==> src/rtl/rus_pkg.sv <==
// Shared constants and state type of the rectangle update sequencer.
package rus_pkg;
    typedef enum logic [1:0] {ST_IDLE, ST_SETUP, ST_ROWS} rus_state_e;
    localparam logic [7:0] CMD_ROW_WIN = 8'h75;
    localparam logic [7:0] CMD_COL_WIN = 8'h15;
    localparam logic [7:0] CMD_WR_MEM  = 8'h5C;
    localparam int SETUP_BYTES = 7;
    localparam int SETUP_IDX_W = $clog2(SETUP_BYTES);
endpackage

==> src/rtl/rus_window_check.sv <==
// Validates a requested window and derives the per-row byte count.
// Assumes two bytes per column and inclusive spans.
module rus_window_check #(
    parameter int COORD_W       = 8,
    parameter int MAX_ROW_BYTES = 128,
    localparam int LEN_W        = COORD_W + 2
) (
    input  logic [COORD_W-1:0] col_lo,
    input  logic [COORD_W-1:0] col_hi,
    input  logic [COORD_W-1:0] row_lo,
    input  logic [COORD_W-1:0] row_hi,
    output logic               win_ok,
    output logic [LEN_W-1:0]   row_bytes
);
    logic [LEN_W-1:0] span;

    // Span, byte count and acceptance test.
    always_comb begin
        span      = {2'b00, col_hi} - {2'b00, col_lo} + LEN_W'(1);
        row_bytes = span << 1;
        win_ok    = (col_lo <= col_hi) && (row_lo <= row_hi)
                    && (row_bytes <= LEN_W'(MAX_ROW_BYTES));
    end
endmodule

==> src/rtl/rus_setup_rom.sv <==
// Produces the seven setup bytes in their fixed order from a byte index.
// Assumes the index stays below the setup length.
module rus_setup_rom
    import rus_pkg::*;
#(
    parameter int COORD_W = 8
) (
    input  logic [SETUP_IDX_W-1:0] idx,
    input  logic [COORD_W-1:0]     col_lo,
    input  logic [COORD_W-1:0]     col_hi,
    input  logic [COORD_W-1:0]     row_lo,
    input  logic [COORD_W-1:0]     row_hi,
    output logic [7:0]             byte_o,
    output logic                   is_cmd,
    output logic                   is_last
);
    // Byte and flags for the current setup position.
    always_comb begin
        is_cmd  = 1'b0;
        is_last = 1'b0;
        case (idx)
            3'd0:    begin byte_o = CMD_ROW_WIN; is_cmd = 1'b1; end
            3'd1:    byte_o = 8'(row_lo);
            3'd2:    byte_o = 8'(row_hi);
            3'd3:    begin byte_o = CMD_COL_WIN; is_cmd = 1'b1; end
            3'd4:    byte_o = 8'(col_lo);
            3'd5:    byte_o = 8'(col_hi);
            default: begin byte_o = CMD_WR_MEM; is_cmd = 1'b1; is_last = 1'b1; end
        endcase
    end
endmodule

==> src/rtl/rect_update_seq.sv <==
// Sequences a rectangular frame-memory update: setup burst, then one burst
// per row of pixel bytes read from a zero-latency byte source.
// Assumes out_err outranks out_ready in the same cycle.
module rect_update_seq
    import rus_pkg::*;
#(
    parameter int COORD_W       = 8,
    parameter int ADDR_W        = 16,
    parameter int MAX_ROW_BYTES = 128,
    localparam int LEN_W        = COORD_W + 2
) (
    input  logic               clk,
    input  logic               rst_n,
    input  logic               start,
    input  logic [COORD_W-1:0] col_lo,
    input  logic [COORD_W-1:0] col_hi,
    input  logic [COORD_W-1:0] row_lo,
    input  logic [COORD_W-1:0] row_hi,
    input  logic [ADDR_W-1:0]  src_base,
    input  logic [ADDR_W-1:0]  src_stride,
    output logic [ADDR_W-1:0]  src_addr,
    input  logic [7:0]         src_data,
    output logic               out_valid,
    input  logic               out_ready,
    output logic [7:0]         out_data,
    output logic               out_cmd,
    output logic               out_last,
    input  logic               out_err,
    output logic               done,
    output logic               err
);
    rus_state_e             state;
    logic [SETUP_IDX_W-1:0] setup_idx;
    logic [LEN_W-1:0]       byte_cnt, row_bytes_q, row_bytes_w;
    logic [COORD_W-1:0]     col_lo_q, col_hi_q, row_lo_q, row_hi_q, row_cur;
    logic [ADDR_W-1:0]      row_ptr, stride_q;
    logic                   win_ok, done_q, err_q;
    logic [7:0]             setup_byte;
    logic                   setup_cmd, setup_last, row_last, accept;

    rus_window_check #(.COORD_W(COORD_W), .MAX_ROW_BYTES(MAX_ROW_BYTES)) u_check (
        .col_lo(col_lo), .col_hi(col_hi), .row_lo(row_lo), .row_hi(row_hi),
        .win_ok(win_ok), .row_bytes(row_bytes_w)
    );

    rus_setup_rom #(.COORD_W(COORD_W)) u_setup (
        .idx(setup_idx), .col_lo(col_lo_q), .col_hi(col_hi_q),
        .row_lo(row_lo_q), .row_hi(row_hi_q),
        .byte_o(setup_byte), .is_cmd(setup_cmd), .is_last(setup_last)
    );

    // Output mux: setup bytes or pixel bytes, with burst-end flag.
    always_comb begin
        row_last  = (byte_cnt == row_bytes_q - LEN_W'(1));
        out_valid = (state != ST_IDLE);
        src_addr  = row_ptr + ADDR_W'(byte_cnt);
        if (state == ST_SETUP) begin
            out_data = setup_byte;
            out_cmd  = setup_cmd;
            out_last = setup_last;
        end else begin
            out_data = src_data;
            out_cmd  = 1'b0;
            out_last = (state == ST_ROWS) && row_last;
        end
        accept = out_valid && out_ready && !out_err;
    end

    // Sequencer state, counters and status pulses.
    always_ff @(posedge clk) begin
        if (!rst_n) begin
            state <= ST_IDLE; setup_idx <= '0; byte_cnt <= '0;
            row_bytes_q <= '0; col_lo_q <= '0; col_hi_q <= '0;
            row_lo_q <= '0; row_hi_q <= '0; row_cur <= '0;
            row_ptr <= '0; stride_q <= '0; done_q <= 1'b0; err_q <= 1'b0;
        end else begin
            done_q <= 1'b0;
            err_q  <= 1'b0;
            if (state == ST_IDLE) begin
                if (start) begin
                    if (win_ok) begin
                        state <= ST_SETUP; setup_idx <= '0; byte_cnt <= '0;
                        row_bytes_q <= row_bytes_w;
                        col_lo_q <= col_lo; col_hi_q <= col_hi;
                        row_lo_q <= row_lo; row_hi_q <= row_hi;
                        row_cur <= row_lo; row_ptr <= src_base; stride_q <= src_stride;
                    end else begin
                        err_q <= 1'b1;
                    end
                end
            end else if (out_err) begin
                state <= ST_IDLE;
                err_q <= 1'b1;
            end else if (accept) begin
                if (state == ST_SETUP) begin
                    if (setup_last) state <= ST_ROWS;
                    else setup_idx <= setup_idx + 1'b1;
                end else if (row_last) begin
                    byte_cnt <= '0;
                    if (row_cur == row_hi_q) begin
                        state  <= ST_IDLE;
                        done_q <= 1'b1;
                    end else begin
                        row_cur <= row_cur + 1'b1;
                        row_ptr <= row_ptr + stride_q;
                    end
                end else begin
                    byte_cnt <= byte_cnt + 1'b1;
                end
            end
        end
    end

    assign done = done_q;
    assign err  = err_q;


    first_byte_chk: assert property (@(posedge clk) disable iff (!rst_n)
        $rose(out_valid) |-> (out_cmd && out_data == CMD_ROW_WIN));

    stall_hold_chk: assert property (@(posedge clk) disable iff (!rst_n)
        (out_valid && !out_ready && !out_err) |=>
        (out_valid && $stable(out_cmd) && $stable(out_last) && $stable(src_addr)));

    abort_chk: assert property (@(posedge clk) disable iff (!rst_n)
        (out_valid && out_err) |=> (!out_valid && err));

    done_after_last_chk: assert property (@(posedge clk) disable iff (!rst_n)
        done |-> $past(out_valid && out_ready && !out_err && out_last && !out_cmd));

    done_err_excl_chk: assert property (@(posedge clk) disable iff (!rst_n)
        !(done && err));
endmodule

==> config.mk <==
export PLATFORM = sky130hd
export DESIGN_NAME = rect_update_seq
export DESIGN_NICKNAME = d
export VERILOG_FILES = /design/src/rtl/rus_pkg.sv /design/src/rtl/rus_window_check.sv /design/src/rtl/rus_setup_rom.sv /design/src/rtl/rect_update_seq.sv
export SDC_FILE = /design/constraint.sdc
export NUM_CORES = 1
export LEC_CHECK = 0
export CORE_UTILIZATION = 50
export CTS_CLUSTER_SIZE = 25
export DETAILED_ROUTE_END_ITERATION = 12
export PLACE_DENSITY = 0.75
export SYNTH_ARGS = -nofsm -noshare
export SYNTH_HDL_FRONTEND = slang
export SYNTH_SLANG_ARGS = --single-unit
==> constraint.sdc <==
create_clock -name clk -period 5.8 [get_ports clk]
set_input_delay 1.16 -clock clk [delete_from_list [all_inputs] [get_ports clk]]
set_output_delay 1.16 -clock clk [all_outputs]
set_load 0.02 [all_outputs]
### Word level (Yosys, flattened, before mapping)

Index checks and enable logic that the tools add are counted.

* register bits after elaboration: 98
* latch bits: 0
* bits in writable memories: 0
* memory bits (read-only): 0
* bits of input ports: 77
* output and inout port bits: 29
* logic and storage cells: 116
* memories kept: 0

* $add $sub $neg: 8
* multiply operators: 0
* divide/modulo/power cells: 0
* magnitude comparators: 3
* equality and inequality tests: 15
* shift operators: 0
* mux-type cells: 50
* bitwise logic cells: 3
* reductions and logical operators: 24

Operators by type and width (number)
* $mux 16: 8
* $mux 8: 9
* $mux 10: 7
* $pmux 8 s6: 1
* $mux 3: 7
* $mux 2: 9
* $add 16x10->16: 1
* $add 16x16->16: 1
* $le 8x8->1: 2
* $reduce_and 6->1: 2
* $reduce_or 6->1: 2
* $add 10x1->10 const B: 1
* $eq 10x10->1: 1
* $le 10x8->1 const B: 1
* $reduce_bool 2->1: 5
* $sub 10x1->10 const B: 1
* $add 9x1->9 const B: 1
* $mux 1: 9
* $sub 8x8->9: 1
* $add 8x1->8 const B: 1
* $eq 8x8->1: 1
* $reduce_bool 4->1: 2
* $reduce_and 7->1: 1
* $eq 3x2->1 const B: 2
* other kinds (17): 27

### Depth between registers and ports, before layout

Gate-level depths: netlist (run 1).

* word-level depth: 7
* depth in mapped cells: 16
* mapped depth without buffers: 14

### Modules after synthesis

From an unflattened synthesis (run 1), not the netlist that was laid out.

* cell total of the unflattened synthesis: 867
* area, all modules: 6762.7 sq um

Modules (own cells, without submodules)
* rect_update_seq: instances 1, cells each 712, area each 5595.4 sq um, seq. area each 1981.9 sq um
* rus_window_check: instances 1, cells each 109, area each 839.6 sq um, seq. area each 0.0 sq um
* rus_setup_rom: instances 1, cells each 46, area each 327.8 sq um, seq. area each 0.0 sq um

### Least setup slack after synthesis (run 1)

No wires, ideal clock.

* path type: in2reg
* start point: input col_hi[1]
* end point: register row_bytes_q[8]
* setup time: 0.115 ns
* arrival: 4.128 ns
* data required time: 5.685 ns
* setup slack: 1.556 ns
* stages on the path: 14
* buffers on the path: 2
* cells stage by stage: inv_1 ha_1 inv_1 ha_1 inv_1 fa_1 xnor2_1 or4b_1 o31ai_1 o2111ai_2 or3_1 clkbuf_1 buf_2 and3_1

* word-level cells in the longest chain between the ends: 5
* elaborated cells between the ends (all ways): 7
* those cells by class: add/sub (2); order compare (2); reduce/logical (3)

RTL lines
* start, declared: line rect_update_seq.sv:16 `input logic [COORD_W-1:0] col_hi,`
* $sub 8x8->9: line rus_window_check.sv:19 `span = {2'b00, col_hi} - {2'b00, col_lo} + LEN_W'(1);`
* $add 9x1->9: line rus_window_check.sv:19
* $le 10x8->1: line rus_window_check.sv:22 `&& (row_bytes <= LEN_W'(MAX_ROW_BYTES));`
* $logic_and 1x1->1: line rus_window_check.sv:22
* $reduce_and 3->1 (no line)
* end signal, assigned: line rect_update_seq.sv:83 `row_bytes_q <= row_bytes_w;`
* end, declared: line rect_update_seq.sv:34 `logic [LEN_W-1:0] byte_cnt, row_bytes_q, row_bytes_w;`

Parallel ways exist; a longest one is shown, timed or not.
A chain may end at the register's enable or synchronous reset.

### Worst setup path in the final report (run 1)

* start point: input col_hi[1]
* end point: register setup_idx[2]

* word-level cells in the longest chain between the ends: 6
* elaborated cells between the ends (all ways): 8
* those cells by class: add/sub (2); order compare (2); eq/ne (1); reduce/logical (3)

RTL lines
* $sub 8x8->9: line rus_window_check.sv:19
* $add 9x1->9: line rus_window_check.sv:19
* $le 10x8->1: line rus_window_check.sv:22
* $logic_and 1x1->1 (*): line rus_window_check.sv:22
* $ne 2x1->1 (no line) (*)
* $reduce_and 6->1 (no line) (*)
* end signal, assigned: line rect_update_seq.sv:97 `else setup_idx <= setup_idx + 1'b1;`
* end, declared: line rect_update_seq.sv:33 `logic [SETUP_IDX_W-1:0] setup_idx;`

Mark *: on every way between the ends. The rest lies on a longest branch, timed or not.

==> results of run 1 <==
-- metal layers --
| metal | wire, um | GRT usage | up-vias | share of wire |
|---|---|---|---|---|
| met1 | 8460 | 0.345 | 3053 | 0.47 |
| met3 | 910 | 0.0480 | 27 | 0.050 |
| met5 | 0 | 0 | - | 0 |
| li1 | - | - | 3285 | - |
| met2 | 8320 | 0.425 | 199 | 0.46 |
| met4 | 351 | 0.0734 | 0 | 0.019 |
-- placed cells by master (no fill, tap or decap), types with 18 or more instances in the layout --
cell	Yosys	final
dfxtp_1	98	98
xor2_1	23	23
xnor2_1	22	22
nand2_1	157	157
inv_1	53	53
nand3_1	18	18
ha_1	64	64
nor2_1	55	54
o21ai_0	27	27
clkdlybuf4s50_1	0	105
a21oi_1	104	104
-- metrics by stage --
| step | hold WS (ns) | setup slack [ns] | power [W] |
|---|---|---|---|
| floorplan | 0.428 | 1.56 | 0.000877 |
| global placement | 0.439 | 0.630 | 0.000992 |
| detailed placement | 0.445 | 0.534 | 0.000995 |
| CTS | 0.453 | 0.892 | 0.00168 |
| global route | 0.474 | 0.644 | 0.00174 |
| finish | 0.451 | 0.847 | 0.00167 |
-- logic make-up (layout without fill, tap and decap cells) --
group,Yosys count,after routing,share of synthesized area
flops,98,98,0.284
fa+ha+maj,67,67,0.124
xor+xnor,45,45,0.0570
simple gates,316,316,0.207
compound gates,253,253,0.249
buf+inv,99,185,0.0655
mux,9,9,0.0134
-- state kept, by name (all words and copies together), names as in the netlist --
name         cells
state            2
row_bytes_q      9
row_cur          8
byte_cnt        10
col_lo_q         8
row_lo_q         8
done             1
err              1
col_hi_q         8
row_hi_q         8
row_ptr         16
stride_q        16
setup_idx        3
-- final cells by class --
class / instances / area [um2] / area share
Inverter: 55 / 206 / 0.0246
Multi-Input combinational cell: 690 / 4510 / 0.538
Tap cell: 176 / 220 / 0.0263
Sequential cell: 98 / 1960 / 0.234
Timing Repair Buffer: 115 / 1140 / 0.136
Clock buffer: 10 / 239 / 0.0285
Clock inverter: 5 / 103 / 0.0122
-- final timing paths --
check / cells after the start / slack [ns] / endpoint
min: 2 / 0.45 / row_lo_q[5]$_SDFFE_PN0P_
max: 15 / 0.85 / setup_idx[2]$_SDFFE_PN0P_
max reg2reg: 11 / 2.57 / row_ptr[13]$_SDFFE_PN0P_
min reg2reg: 2 / 0.45 / row_lo_q[5]$_SDFFE_PN0P_
-- where the power goes --
group,internal (W),switching [W]
sequential,0.000685,0.0000120
combinational,0.000135,0.000151
clock,0.000430,0.000258
total,0.00125,0.000422
-- critical path, stage by stage --
cell and delay [ns]:
clkdlybuf4s50_1 0.47, inv_1 0.06, ha_1 0.31, inv_1 0.08, ha_1 0.19, inv_1 0.06, fa_1 0.39, xnor2_1 0.15
or4b_1 0.46, o31ai_1 0.30, o2111ai_2 0.29, or3_2 0.74, buf_4 0.29, nand2_1 0.13, a211oi_1 0.06
==> results.md, run 1 <==
STA:
- Setup repair after global routing left no endpoint under its margin.
- The hold violation total from the final report is 0.
- The sum of negative setup slack is 0 ns.
- The fraction of the cycle the final worst path needs is 0.854.
- The number of pins exceeding their max-slew limit in the final report is 0.
- The fmax is 0.202 GHz.
- The final critical delay including setup and external delays is 4.95 ns.
- The slew at the pin with the worst max-slew slack is 0.855 ns.
- Setup violations remaining at the end of the flow were counted as 0.
- The remaining max-slew budget at the tightest pin is 0.425.
- Between clock sinks in the finished design, the worst skew comes to 0.00451 ns.

GRT:
- The initial antenna violation count came to 0.
- The largest net degree at the start of global routing is 47.
- The number of global-route vias before repair came to around 6000.
- The aggregate global routing overflow is 0.
- The overall track demand over capacity in global routing is 0.259.
- The wire length of the first global-routing pass is just under 30000 um.

Placement:
- The HPWL after detailed placement is around 13000 um.
- The total placed instance area is 0.00804 mm2.
- Including well taps, the total number of placed cells is 1134.
- Input and output buffers added on the ports amount to 105.
- The placer congestion estimate is a little under 1.

Detailed routing:
- After detailed routing, the total wire length is 18000 um.
- The via count normalized by instance count is approximately 5.7.
- The number of detailed-route iterations in the first pass is 5.
- The post-route DRC violation count is 0.
- The via total after detailed routing is 6564.
- In the final routed layout, each cell accounts on average for 15.7 um.
- The post-route antenna net violation count is 0.
- The detailed router's first-iteration violation count is between 500 and 600.

Pwr:
- The power density over the cells is 200 mW/mm2.
- IR analysis of the VDD net gives a maximum drop of slightly below 0.2 mV.
- The static leakage power is between 3 and 4 nW.

Yosys:
- Counting flops with a built-in enable in the synthesized netlist gives 0.
- The commonest cells after synthesis are 157 x nand2_1, 104 x a21oi_1, 98 x dfxtp_1.
- The average size of a mapped cell is 7.80 um2.
- The register area share after synthesis is 0.284.
- The number of nets in the synthesized netlist is 1031.
- By area the synthesized netlist is led by dfxtp_1 28%, ha_1 12%, nand2_1 8.5%.
- Of all flip-flops after synthesis, the portion carrying an async set or reset was 0.
- Synthesis produced 887 cells.
- The number of library cell types mapped by synthesis is 62.
- The synthesized design contains 98 register bits.
- The synthesized design spends more area on one cell type than any other, namely dfxtp_1.
- The share of synthesized area in the top cell type comes to 0.284.
- The total of warnings raised by yosys is 0.
- The mapped netlist covers 0.00692 mm2.
- Yosys instantiated no cell more often than nand2_1.
- The top flip-flop cell by instance count after synthesis is dfxtp_1.

CTS:
- The H-tree depth reported by CTS is 3.
- Buffers added to address setup during post-CTS repair amount to 0.
- The clock latency on the worst-skew pair is between 0.3 and 0.4 ns.
- TritonCTS created 9 clock buffers.
- Counting every sink on the clock net gives 98.
- The count of instances resized after the clock tree is built is 0.
- In this run, post-CTS hold repair placed 0 buffers.
- The clock input transition at the sequential cells of the worst setup and hold paths is 0.06 ns.
- The cell at the root of the clock tree is clkbuf_16.
- The clock passes through at most 2 buffers.
- The CTS tree is built.

Floorplanning:
- The die width is 120 um.
- The die covers 0.0143 mm2.
- The initialized floorplan defines 42 standard-cell rows.
- The number of top-level design ports is approximately 110.
- The die height is 120 um.
- The initial utilization of the core area, before any placement, comes to 0.518.
- The core region area is 0.0133 mm2.

Setup path:
- In this run the critical register-to-register path is launched from row_bytes_q[1]$_SDFFE_PN0P_.
- STA classifies the critical path endpoint as a register.
- The kind of critical path is in2reg.
- For the worst setup path, the data required time is 6.00 ns.
- STA classifies the critical path startpoint as a primary input.
- The arrival time at the worst endpoint is 5.15 ns.
- In this run the worst path has a maximum fanout of 19.
- The origin of the worst setup path is col_hi[1].

Flow run:
- Max-cap violations in this run came to 0.

Finish:
- For this run, the share of the core covered by cells in the final layout is 0.628.
- The final layout contains 1113 nets.
- The non-filler instance count after layout is between 1000 and 1500.
- In the final layout, the share of cells above drive strength 1 is 0.0637.
- The total of fill cells in the finished design is between 1000 and 1500.
- The number of antenna diodes is 0.
- Compared with the post-synthesis result, the final layout area differs by 21.1%.
- Summing all non-filler instances in the final layout gives an area of 0.00838 mm2.

Run status:
- The run finished with clean final reports.

Hold path:
- The min-delay analysis places its worst path in the category reg2reg.
- The worst hold path begins at row_lo_q[5]$_SDFFE_PN0P_.
Note: power is estimated with default switching activity, not from simulation.
==> run 2: changes to the inputs <==
--- a/config.mk
+++ b/config.mk
@@ -9,6 +9,7 @@
 export CTS_CLUSTER_SIZE = 25
 export DETAILED_ROUTE_END_ITERATION = 12
 export PLACE_DENSITY = 0.75
+export SLEW_MARGIN = 15
 export SYNTH_ARGS = -nofsm -noshare
 export SYNTH_HDL_FRONTEND = slang
 export SYNTH_SLANG_ARGS = --single-unit
==> constraint.sdc (replaced) <==
create_clock -name clk -period 5.6 [get_ports clk]
set_input_delay 1.12 -clock clk [delete_from_list [all_inputs] [get_ports clk]]
set_output_delay 1.12 -clock clk [all_outputs]
set_load 0.02 [all_outputs]
==> results.md, run 2 (synthesis gave the netlist of run 1 again) <==
Finish:
- The final core utilization is 0.627.
- Of the cells placed in the final design, the portion with a size suffix greater than 1 is 0.0637.
- The number of nets at the end of the flow is 1113.
- The number of antenna diodes is 0.
- Relative to the synthesized area, the layout overhead comes to 20.9%.
- The top cell types in the final layout, fill and taps aside, are 157 x nand2_1, 105 x clkdlybuf4s50_1, 104 x a21oi_1.
- The most frequent standard cell in the layout excluding fill and tap cells is nand2_1.
- The non-filler instance count after layout is about 1200.
- The largest registers in the layout are row_ptr: 16 flops, stride_q: 16 flops, byte_cnt: 10 flops.

STA:
- The slew at the pin with the worst max-slew slack is 1.02 ns.
- The fmax is around 0.21 GHz.
- In the final timing run, aggregate negative setup slack is 0 ns.
- For the final database, setup skew stands at 0.00782 ns.
- The worst path meets setup with approximately 0.80 ns of slack.
- The number of pins exceeding their max-slew limit in the final report is 0.
- The fraction of the cycle the final worst path needs is 0.858.
- The final critical delay including setup and external delays is 4.80 ns.
- In this run the tightest slew margin relative to its limit is 0.321.
- Setup repair after global routing left no endpoint under its margin.
- The hold violation total from the final report is 0.
- Setup violations remaining at the end of the flow were counted as 0.

Floorplanning:
- The die covers 0.0143 mm2.
- In this run the standard cell core region covers 0.0133 mm2.
- The count of standard-cell rows is 42.
- For this configuration, the core starts out at a cell density of 0.518.
- In this run the vertical extent of the chip is 120 um.
- Pin placement for this block handled 106 I/O pins.
- The die width is 120 um.

Placement:
- The count of input and output buffers is 105.
- Before CTS, the worst setup slack after placement is approximately 0.53 ns.
- In this run, placement finished with an instance count of 1134.
- The HPWL reported at the end of detailed placement is around 13000 um.
- The congestion estimate from routability-driven global placement came to 0.856.

Setup path:
- STA classifies the critical path startpoint as a register.
- Data arrives at the worst endpoint at 3.68 ns.
- Along the worst path, the maximum fanout reaches 10.
- The type of element capturing the critical path is an output port.
- Data on the critical path is required at its endpoint by 4.48 ns.
- The worst setup path is of the reg2out kind.

CTS:
- The number of setup buffers added after CTS is 0.
- In this run, CTS created clock tree buffers numbering 9.
- The deepest clock path buffer count is 2.
- The H-tree depth reported by CTS is 3.
- The total number of clock tree sinks is 98.
- The tree is rooted in a clkbuf_16.
- At the later pin of the worst-skew pair, clock insertion delay measures approximately 0.36 ns.
- The count of instances resized after the clock tree is built is 0.
- Clock-pin slew was measured on the worst setup and hold paths at 0.07 ns.
- The cts-stage hold buffer count is 0.
- The CTS tree is built.

Flow run:
- The tool flagged a number of max-cap violations equal to 0.

Pwr:
- The static leakage power is approximately 3.3 nW.
- The power density over the cells is 202 mW/mm2.
- The maximum ir drop on the vdd rail is 0.145 mV.

Detailed routing:
- The post-route DRC violation count is 0.
- The via total after detailed routing is 6539.
- The aggregate routed wire length is 17600 um.
- Before antenna repair, the detailed router went through 5 iterations.
- The final routed wire length divided by cell count is 15.3 um.
- After detailed routing, the number of vias per cell comes to 5.69.
- In this run the remaining antenna-violating nets after routing total 0.
- The first routing iteration left 489 violations.

GRT:
- In the global route stage, met2 resource usage came out at 0.408.
- The overall track demand over capacity in global routing is 0.252.
- The aggregate global routing overflow is 0.
- The global-route track usage on met3 is 0.0418.
- The initial antenna violation count is 0.
- The global routing met1 resource utilization is 0.337.
- The number of global-route vias before repair is 5995.
- After global routing, the most crowded layer is met2.
- The largest net degree at the start of global routing is 54.
- The first global-routing pass estimated 28800 um of wire.

Run status:
- The flow ran to the end, and the final reports show no timing, DRC or antenna violations.

Hold path:
- The classification of the worst-slack hold path is reg2reg.
[run 2: area by class of cell]
| class | instances | area, um2 |
|---|---|---|
| well taps | 176 | 220 |
| flip-flops and latches | 98 | 1960 |
| clock inverters | 6 | 90.1 |
| repair buffers | 115 | 1150 |
| multi-input cells | 690 | 4510 |
| clock buffers | 10 | 229 |
| inverters | 55 | 206 |
| fillers | 1239 | 4980 |
[run 2: stage by stage]
step	power [W]	cell area, um2	hold WS, ns
after CTS	0.00170	8370	0.454
after detailed placement	0.00103	8050	0.443
after global routing	0.00175	8370	0.473
after global placement	0.00103	8050	0.438
after floorplan	0.000909	6920	0.428
final	0.00169	8370	0.455
[run 2: where the power goes]
group          switching (W)  internal (W)
registers          0.0000128      0.000709
logic               0.000153      0.000140
clock network       0.000281      0.000393
[run 2: path summary, 6_finish.rpt]
path                                     from                       end  slack [ns]  cells past startpoint
hold / removal       col_hi_q[3]$_SDFFE_PN0P_  col_hi_q[3]$_SDFFE_PN0P_        0.46                      2
setup / recovery  row_bytes_q[1]$_SDFFE_PN0P_                  out_last        0.80                      9
setup reg to reg  row_bytes_q[1]$_SDFFE_PN0P_   row_cur[5]$_SDFFE_PN0P_        2.61                     11
hold reg to reg      col_hi_q[3]$_SDFFE_PN0P_  col_hi_q[3]$_SDFFE_PN0P_        0.46                      2
[run 2: per-layer routing]
layer / part of all wire / vias to the layer above
li1: - / 3296
met1: 0.47 / 3029
met2: 0.45 / 184
met3: 0.051 / 30
met4: 0.026 / 0
met5: 0 / -
[run 2: critical path, stage by stage, from the launching register on]
cell             delay, ns
dfxtp_1               0.41
inv_1                 0.07
ha_1                  0.30
xor2_1                0.17
nor2_1                0.10
a211oi_1              0.06
or3_1                 0.36
or4_1                 0.73
o31ai_1               0.45
clkdlybuf4s50_1       0.69
